<file path="config.mk">
export PLATFORM = sky130hd
export DESIGN_NAME = memctl_regbank
export DESIGN_NICKNAME = d
export VERILOG_FILES = /design/src/rtl/memctl_regbank_pkg.sv /design/src/rtl/memctl_keygate.sv /design/src/rtl/memctl_shaper.sv /design/src/rtl/memctl_store.sv /design/src/rtl/memctl_regbank.sv
export SDC_FILE = /design/constraint.sdc
export NUM_CORES = 2
export LEC_CHECK = 0
export BUFFER_PORTS_ARGS = -buffer_cell sky130_fd_sc_hd__buf_2
export CORE_UTILIZATION = 45
export CTS_BUF_LIST = sky130_fd_sc_hd__clkbuf_8
export DETAILED_ROUTE_END_ITERATION = 7
export GPL_TIMING_DRIVEN = 1
export PLACE_DENSITY_LB_ADDON = 0.2
export SLEW_MARGIN = 20
export SYNTH_ARGS = -nofsm -noshare
export SYNTH_HDL_FRONTEND = slang
export SYNTH_SLANG_ARGS = --single-unit
</file>
<file path="constraint.sdc">
create_clock -name clk -period 4.4 [get_ports clk]
set_clock_uncertainty 0.05 [all_clocks]
set_input_delay 0.22 -clock clk [delete_from_list [all_inputs] [get_ports clk]]
set_output_delay 0.22 -clock clk [all_outputs]
set_load 0.005 [all_outputs]
</file>
<file path="src/rtl/memctl_regbank_pkg.sv">
package memctl_regbank_pkg;

  typedef enum logic [1:0] {
    LK_SHUT = 2'd0,
    LK_OPEN = 2'd1,
    LK_SEAL = 2'd2
  } lock_e;

  localparam logic [31:0] KEY_OPEN      = 32'hFC60_0309;
  localparam logic [31:0] KEY_SEAL      = 32'hDEAD_DEAD;
  localparam logic [31:0] PROT_VAL_OPEN = 32'h0000_0001;
  localparam logic [31:0] PROT_VAL_SEAL = 32'h0000_0010;
  localparam logic [31:0] PROT_VAL_SHUT = 32'h0000_0000;

  localparam int unsigned WORD_PROT = 0;
  localparam int unsigned WORD_CFG  = 1;
  localparam int unsigned WORD_PHY  = 24;
  localparam int unsigned WORD_ECC  = 28;

  // bits of the configuration word taken from the bus
  localparam logic [31:0] CFG_WR_MASK = 32'h0FF0_3FB0;
  localparam logic [3:0]  CFG_VER     = 4'd3;
  localparam logic [1:0]  CFG_APER    = 2'd3;

  localparam int unsigned PHY_IDLE_BIT = 0;
  localparam int unsigned PHY_PLL_BIT  = 4;
  localparam int unsigned ECC_DONE_BIT = 12;
  localparam int unsigned ECC_FAIL_BIT = 13;

  function automatic logic [1:0] size_code(int unsigned mib);
    case (mib)
      256:     return 2'd0;
      512:     return 2'd1;
      1024:    return 2'd2;
      2048:    return 2'd3;
      default: return 2'd0;
    endcase
  endfunction

  function automatic logic [31:0] cfg_fixed(logic [1:0] code);
    return {CFG_VER, 24'h0, CFG_APER, code};
  endfunction

endpackage

</file>
<file path="src/rtl/memctl_keygate.sv">
module memctl_keygate
  import memctl_regbank_pkg::*;
(
  input  logic        clk,
  input  logic        rst,
  input  logic        key_we,
  input  logic [31:0] key_data,
  output lock_e       lock_o,
  output logic [31:0] prot_word_o
);

  lock_e lock_q;

  always_ff @(posedge clk) begin
    if (rst) begin
      lock_q <= LK_SHUT;
    end else if (key_we && lock_q != LK_SEAL) begin
      if (key_data == KEY_OPEN)      lock_q <= LK_OPEN;
      else if (key_data == KEY_SEAL) lock_q <= LK_SEAL;
      else                           lock_q <= LK_SHUT;
    end
  end

  always_comb begin
    case (lock_q)
      LK_OPEN: prot_word_o = PROT_VAL_OPEN;
      LK_SEAL: prot_word_o = PROT_VAL_SEAL;
      default: prot_word_o = PROT_VAL_SHUT;
    endcase
  end

  assign lock_o = lock_q;

  AST_SEAL_STICKY: assert property (@(posedge clk) disable iff (rst)
    lock_q == LK_SEAL |=> lock_q == LK_SEAL);
  AST_OPEN_ONLY_BY_KEY: assert property (@(posedge clk) disable iff (rst)
    (lock_q != LK_OPEN && !(key_we && key_data == KEY_OPEN)) |=> lock_q != LK_OPEN);
  AST_SEAL_ONLY_BY_KEY: assert property (@(posedge clk) disable iff (rst)
    (lock_q != LK_SEAL && !(key_we && key_data == KEY_SEAL)) |=> lock_q != LK_SEAL);

endmodule

</file>
<file path="src/rtl/memctl_shaper.sv">
module memctl_shaper
  import memctl_regbank_pkg::*;
#(
  parameter int unsigned IDX_W     = 6,
  parameter logic [1:0]  SIZE_CODE = 2'd2
) (
  input  logic [IDX_W-1:0] idx,
  input  logic [31:0]      din,
  output logic [31:0]      dout
);

  localparam logic [IDX_W-1:0] I_CFG = IDX_W'(WORD_CFG);
  localparam logic [IDX_W-1:0] I_PHY = IDX_W'(WORD_PHY);
  localparam logic [IDX_W-1:0] I_ECC = IDX_W'(WORD_ECC);

  always_comb begin
    dout = din;
    if (idx == I_CFG) begin
      dout = (din & CFG_WR_MASK) | cfg_fixed(SIZE_CODE);
    end else if (idx == I_PHY) begin
      dout[PHY_IDLE_BIT] = 1'b0;
      dout[PHY_PLL_BIT]  = 1'b1;
    end else if (idx == I_ECC) begin
      dout[ECC_DONE_BIT] = 1'b1;
      dout[ECC_FAIL_BIT] = 1'b0;
    end
  end

endmodule

</file>
<file path="src/rtl/memctl_store.sv">
module memctl_store
  import memctl_regbank_pkg::*;
#(
  parameter int unsigned NUM_WORDS = 64,
  parameter int unsigned IDX_W     = 6,
  parameter logic [31:0] CFG_RESET = 32'h0
) (
  input  logic             clk,
  input  logic             rst,
  input  logic             we,
  input  logic [IDX_W-1:0] widx,
  input  logic [31:0]      wdata,
  input  logic [IDX_W-1:0] ridx,
  output logic [31:0]      rword
);

  logic [31:0] mem [NUM_WORDS];

  for (genvar w = 0; w < NUM_WORDS; w++) begin : g_word
    localparam logic [31:0] RST_VAL = (w == WORD_CFG) ? CFG_RESET : 32'h0;
    always_ff @(posedge clk) begin
      if (rst)                              mem[w] <= RST_VAL;
      else if (we && widx == IDX_W'(w))     mem[w] <= wdata;
    end
  end

  assign rword = mem[ridx];

  AST_PHY_SHAPE: assert property (@(posedge clk) disable iff (rst)
    (we && widx == IDX_W'(WORD_PHY)) |=>
      (!mem[WORD_PHY][PHY_IDLE_BIT] && mem[WORD_PHY][PHY_PLL_BIT]));
  AST_ECC_SHAPE: assert property (@(posedge clk) disable iff (rst)
    (we && widx == IDX_W'(WORD_ECC)) |=>
      (mem[WORD_ECC][ECC_DONE_BIT] && !mem[WORD_ECC][ECC_FAIL_BIT]));
  AST_NO_WRITE_HOLDS: assert property (@(posedge clk) disable iff (rst)
    !we |=> $stable(mem[WORD_CFG]));

endmodule

</file>
<file path="src/rtl/memctl_regbank.sv">
module memctl_regbank
  import memctl_regbank_pkg::*;
#(
  parameter int unsigned NUM_WORDS = 64,
  parameter int unsigned ADDR_W    = 12,
  parameter int unsigned DRAM_MIB  = 1024
) (
  input  logic              clk,
  input  logic              rst,
  input  logic              wr_en,
  input  logic              rd_en,
  input  logic [ADDR_W-1:0] addr,
  input  logic [31:0]       wdata,
  output logic [31:0]       rdata
);

  localparam int unsigned IDX_W     = $clog2(NUM_WORDS);
  localparam logic [1:0]  SIZE_CODE = size_code(DRAM_MIB);
  localparam logic [31:0] CFG_RESET = cfg_fixed(SIZE_CODE);

  initial begin
    AST_PARAM_OK: assert (NUM_WORDS > WORD_ECC && ADDR_W > IDX_W + 2 &&
      (DRAM_MIB == 256 || DRAM_MIB == 512 || DRAM_MIB == 1024 || DRAM_MIB == 2048));
  end

  logic [IDX_W-1:0] idx;
  logic             in_range;
  logic             key_we;
  logic             store_we;
  lock_e            lock;
  logic [31:0]      prot_word;
  logic [31:0]      shaped;
  logic [31:0]      rword;
  logic [1:0]       unused_lsb;

  assign unused_lsb = addr[1:0];
  assign idx        = addr[IDX_W+1:2];
  assign in_range   = (addr[ADDR_W-1:IDX_W+2] == '0);
  assign key_we     = wr_en && in_range && idx == IDX_W'(WORD_PROT);
  assign store_we   = wr_en && in_range && idx != IDX_W'(WORD_PROT) && lock == LK_OPEN;

  memctl_keygate u_keygate (
    .clk        (clk),
    .rst        (rst),
    .key_we     (key_we),
    .key_data   (wdata),
    .lock_o     (lock),
    .prot_word_o(prot_word)
  );

  memctl_shaper #(.IDX_W(IDX_W), .SIZE_CODE(SIZE_CODE)) u_shaper (
    .idx (idx),
    .din (wdata),
    .dout(shaped)
  );

  memctl_store #(.NUM_WORDS(NUM_WORDS), .IDX_W(IDX_W), .CFG_RESET(CFG_RESET)) u_store (
    .clk  (clk),
    .rst  (rst),
    .we   (store_we),
    .widx (idx),
    .wdata(shaped),
    .ridx (idx),
    .rword(rword)
  );

  always_ff @(posedge clk) begin
    if (rst) begin
      rdata <= '0;
    end else if (rd_en) begin
      if (!in_range)                         rdata <= '0;
      else if (idx == IDX_W'(WORD_PROT))     rdata <= prot_word;
      else                                   rdata <= rword;
    end
  end

  AST_CFG_READ_FIXED: assert property (@(posedge clk) disable iff (rst)
    (!$past(rst) && $past(rd_en) && $past(addr) == ADDR_W'(4 * WORD_CFG)) |->
      (rdata[31:28] == CFG_VER && rdata[19:14] == 6'd0 && !rdata[6] &&
       rdata[3:2] == CFG_APER && rdata[1:0] == SIZE_CODE));
  AST_OOR_READ_ZERO: assert property (@(posedge clk) disable iff (rst)
    (!$past(rst) && $past(rd_en) && $past(addr[ADDR_W-1:IDX_W+2]) != '0) |->
      rdata == 32'h0);
  AST_RDATA_HOLD: assert property (@(posedge clk) disable iff (rst)
    !rd_en |=> $stable(rdata));

endmodule

</file>
# After elaboration in Yosys (flattened, before gate mapping)
# Memories as Yosys holds them, arrays and structs flattened.
# Cells that the tools add are included.
# word_totals
register_bits,34
mem_bits_rw,2048
input_bits,48
out_inout_bits,32
elab_cells,480
memories,1
# mem_list
memory,words,width,rd,rd_ports_with_merged_regs,wr,line_no,text
u_store.mem,64,32,1,0,64,memctl_store.sv:17,logic [31:0] mem [NUM_WORDS];
# classes
eq_ne,68
muxes,273
bitwise_logic,64
n_reduce_logical,72
# op_table
cell,n
2-to-1 mux 32 bit,66
2-to-1 mux 1 bit,198
"equality test 6 bit, second input constant",32
"equality test 6 x 5 -> 1 bit, second input constant",16
logical AND 1 bit,69
"equality test 32 bit, second input constant",2
OR 1 bit,64
"equality test 6 x 4 -> 1 bit, second input constant",8
"equality test 6 x 3 -> 1 bit, second input constant",4
2-to-1 mux 18 bit,1
"equality test 6 x 2 -> 1 bit, second input constant",2
2-to-1 mux 2 bit,6
one-hot mux 5 bit (2 select lines),1
"equality test 6 x 1 -> 1 bit, second input constant",1
logical NOT 6 bit,1
nonzero test 6 bit,1
logical NOT 4 bit,1
2-to-1 mux 3 bit,1
"equality test 2 x 1 -> 1 bit, second input constant",1
"equality test 2 bit, second input constant",1
"inequality test 2 bit, second input constant",1

# Depth between registers and ports, before layout
# depth
word_depth,9
ltp_mapped,10

# Modules after synthesis
# A second synthesis with hierarchy kept.
# unflattened
cells_unflattened,6349
hier_area_um2,95929.5
# by_module_without_submodules
module,n_inst,cells_per_inst,area_each_um2,seq_area_each_um2
memctl_store,1,6017,93278.2,61499.0
memctl_regbank,1,236,1929.4,640.6
memctl_keygate,1,57,444.2,40.0
memctl_shaper,1,39,277.8,0.0

# Worst setup path before layout
# Ideal clock, no wire load.
# synth_path
kind,in2reg
from,input addr[9]
to,memory u_store.mem[49][0] (enable)
setup_ps,428
t_arrival_ps,2847
slack_ps,1076
cell_stages,5
cell_sequence,nor4_4 > nand2_1 > nor3b_1 > nand3_1 > o21bai_1
# synth_rtl
item,line_no,text
"start, declared",memctl_regbank.sv:12,"input logic [ADDR_W-1:0] addr,"
"end, declared",memctl_store.sv:17,

# Worst setup path in the final report
# layout_path
from,input wdata[5]
to,register u_keygate.lock_q[1] (netlist: u_keygate.lock_o[1])
# layout_via
elab_chain_len,3
elab_cells_between_ends,4
# layout_lines
item,line_no,text
"start, declared",memctl_regbank.sv:13,"input logic [31:0] wdata,"
equality test 32 bit,memctl_keygate.sv:19,else if (key_data == KEY_SEAL) lock_q <= LK_SEAL;
2-to-1 mux 2 bit,memctl_keygate.sv:19,
2-to-1 mux 2 bit (*),memctl_keygate.sv:18,if (key_data == KEY_OPEN) lock_q <= LK_OPEN;
"end signal, assigned",memctl_keygate.sv:18,
"end signal, assigned",memctl_keygate.sv:19,
"end signal, assigned",memctl_keygate.sv:20,else lock_q <= LK_SHUT;
"end, declared",memctl_keygate.sv:12,lock_e lock_q;
# Mark *: on every way between the ends. The rest lies on a longest branch, timed or not.
# A chain may end at the register's enable or synchronous reset.

==> reports/summary.txt <==
Most frequent cells in the layout: 2047 x edfxtp_1, 1127 x nor2_1, 882 x and3_1, 493 x mux2i_1, 375 x clkbuf_8
Hold Vio Cnt, Final: 0
Unrepaired setup endpoints after global routing: false
Crit Path Category: input pin to flop
Core area: 0.2025 mm²
Mux contribution to synthesized area: 11.88%
Xor/xnor share of the synthesized area: 0%
Fraction of registers with async set/reset: 0%
Main combinational cell family by area after synthesis: simple AND/OR/NAND/NOR gates
Initial antenna violation count: 9
Slowest cell on crit path: buf_4
Worst hold path type: input pin to flop
Fmax: 275.6 MHz
CP Data Required Time: 5.35 ns
Post-synthesis sequential area ratio: 67.59%
Worst Hold Endpoint: u_store.mem[60][27]
Compound-gate portion of the synthesized area: 4.393%
Synthesized cell area: 0.09195 mm²
Clock tree from TritonCTS: done
Routability cong.: 0.8618
Overall Global Routing Usage: 27.60%
DRT Pass-1 Iters: 6
R2R setup slack: 1.23 ns
Die height: 454.0 µm
Post-synthesis adder-cell area fraction: 0%
DRC violations left: 0
Worst Hold Depth: 3
Clock buffer depth: 4
Initial core utilization: 45.40%
Minimum clock period: 3.628 ns
Leading area contributor after synthesis: edfxtp_1
Synth Flop Type: edfxtp_1
Worst-Skew Late Latency: 1.06 ns
First-pass GRT wire length: 406700 µm
Total of max-cap violations: 0
Most common cell after layout, fill and taps aside: edfxtp_1
Crit path buf inv count: 8
Post-synth EDFFs: 2047
Drt via density: 6.080
Iter 0 DRT Violations: 7162
Yosys top cell area share: 66.85%
Clock Sinks: 2081
Vias: 58430
Tcrit/Tclk final: 82.46%
Congestion Overflow GR: 0
Row count: 165
CP arrival: 4.58 ns
Area grow syn2layout: 12.14%
Crit end category: flop
Final Util: 50.91%
Root Driver: clkbuf_8
Worst R2R End: u_store.mem[60][10]
Netlist cell types: 56
Most used cell along the critical path: dlygate4sd3_1
Maximum vdd drop: 0.3664 mV
Final wirelength: 287500 µm
# setup viols final: 0
Worst Tran Pin Value: 1.120 ns
Largest net degree at the start of global routing: 113
Number of global-route vias before repair: 57580
CTS Buf Count: 353
CP max stage delay: 0.62 ns
Outcome: completed
Pwr/cell area: 399.8 mW/mm²
I/O Pins: 80
Die Span X: 454.0 µm
Setup total negative slack: 0 ns
Ranking of synthesized cells by area: edfxtp_1 67%, mux4_2 6.5%, and3_1 6.0%
Fill cells: 16940
Synth Area in Simple Gates: 12.77%
Layout cell share with drive strength beyond 1: 17.00%
Pleak: 42.19 nW
Fin. max-slew vios: 0
Critical Path Start Type: input pin
Routed len/inst: 29.91 µm
Nets: 6729
Rel. slew slack: 25.33%
Yosys reg bits: 2081
Mean cell area of the mapped netlist: 14.08 µm²
Cells on worst reg2reg path: 5
Crit path cell chain: dlygate4sd3_1 > buf_2 > buf_4 > nand4_1 > dlygate4sd3_1 > nor4_1 > dlygate4sd3_1 > buf_4 > nand3_1 > dlygate4sd3_1 > a21oi_1 > dlygate4sd3_1
Die Area: 0.2061 mm²
FF-to-FF Start: u_keygate.lock_o[1]
CTS clk-pin slew, worst paths: 0.06 ns
Hpwl dp: 163400 µm
Yosys Warn Count: 0
Post-DRT Antenna Nets: 0
PortBufs: 77
Cells after synthesis: 6532
Cell family with most CP delay: buffers and inverters
Worst Hold Launch: wdata[27]
CP max FO: 65
Htree depth: 5
## flip-flops by register name (all words and copies together), names as in the netlist
register and count:
rdata 32, u_keygate.lock_o 2, u_store.mem 2047
## metrics by stage
| step | hold WS (ns) | worst slack (ns) | area, µm² | instances | power [mW] |
|---|---|---|---|---|---|
| floorplan | 0.3817 | 1.076 | 92120 | 6578 | 24.64 |
| global placement | 0.4312 | 0.7678 | 96470 | 8950 | 25.90 |
| detailed placement | 0.4404 | 0.7584 | 96520 | 8952 | 25.96 |
| CTS | 0.0001098 | 0.9977 | 103100 | 9603 | 41.42 |
| global route | 0.06719 | 0.6650 | 103100 | 9607 | 42.42 |
| finish | 0.1224 | 0.7718 | 103100 | 9611 | 41.22 |
## layer usage
metal / share of wire, % / track usage [%]
met1: 40 / 37.85
met2: 46 / 42.24
met3: 9.0 / 5.553
met4: 4.9 / 13.05
met5: 0 / 0
## cells in the mapped netlist, drive strengths merged (7+ instances only)
| master | instances |
|---|---|
| a211o | 32 |
| a21o | 48 |
| a21oi | 127 |
| a221oi | 51 |
| a22o | 50 |
| a22oi | 150 |
| a31oi | 50 |
| a41o | 12 |
| a41oi | 11 |
| and3 | 883 |
| buf | 207 |
| clkbuf | 507 |
| dfxtp | 34 |
| edfxtp | 2047 |
| mux2i | 493 |
| mux4 | 265 |
| nand2 | 206 |
| nand2b | 9 |
| nand3 | 125 |
| nor2 | 1148 |
| nor2b | 8 |
| nor3 | 12 |
| nor4 | 7 |
## cell type report
| cell class | instances | area (µm²) | share of cell area [%] |
|---|---|---|---|
| repair buffers | 462 | 4217 | 4.089 |
| clock buffers | 375 | 5161 | 5.005 |
| clock inverters | 230 | 948.4 | 0.9198 |
| flip-flops and latches | 2081 | 62150 | 60.27 |
| multi-input cells | 3778 | 27250 | 26.43 |
| inverters | 5 | 18.77 | 0.01820 |
| diodes | 8 | 20.02 | 0.01942 |
| well taps | 2672 | 3343 | 3.242 |
## report_power, final
group	internal (mW)	switching, mW	total (mW)
clock	7.90	7.71	15.6
combinational	0.950	2.11	3.06
sequential	22.4	0.178	22.6
## repair_timing
action,4_1_cts,5_1_grt
setup buffers,0,0
gates resized for setup,0,0
endpoints found under the hold margin,1640,0
hold buffers,46,0
## worst max-delay path by stage
stage	startpoint	end	slack, ns	cells after the start
5_1_grt	wdata[5]	u_keygate.lock_o[1]	0.67	12
6_report	wdata[5]	u_keygate.lock_o[1]	0.77	12
3_5_place_dp	addr[2]	rdata[3]	0.76	6
3_3_place_gp	addr[2]	rdata[3]	0.77	6
2_1_floorplan	addr[9]	u_store.mem[49][0]	1.08	5
4_1_cts	wdata[5]	u_keygate.lock_o[1]	1.0	12
## worst min-delay path, delay by kind of cell
kind / cells / cell delay (ns)
buffers and inverters: 2 / 0.48
and+or+nand+nor: 1 / 0.27
## kinds of logic after synthesis
logic type             Yosys count
and+or+nand+nor               2421
DFF                           2081
muxes                          760
buffers and inverters          719
AOI/OAI and AO/OA              549
other                            2
(Power assumes the default switching activity.)
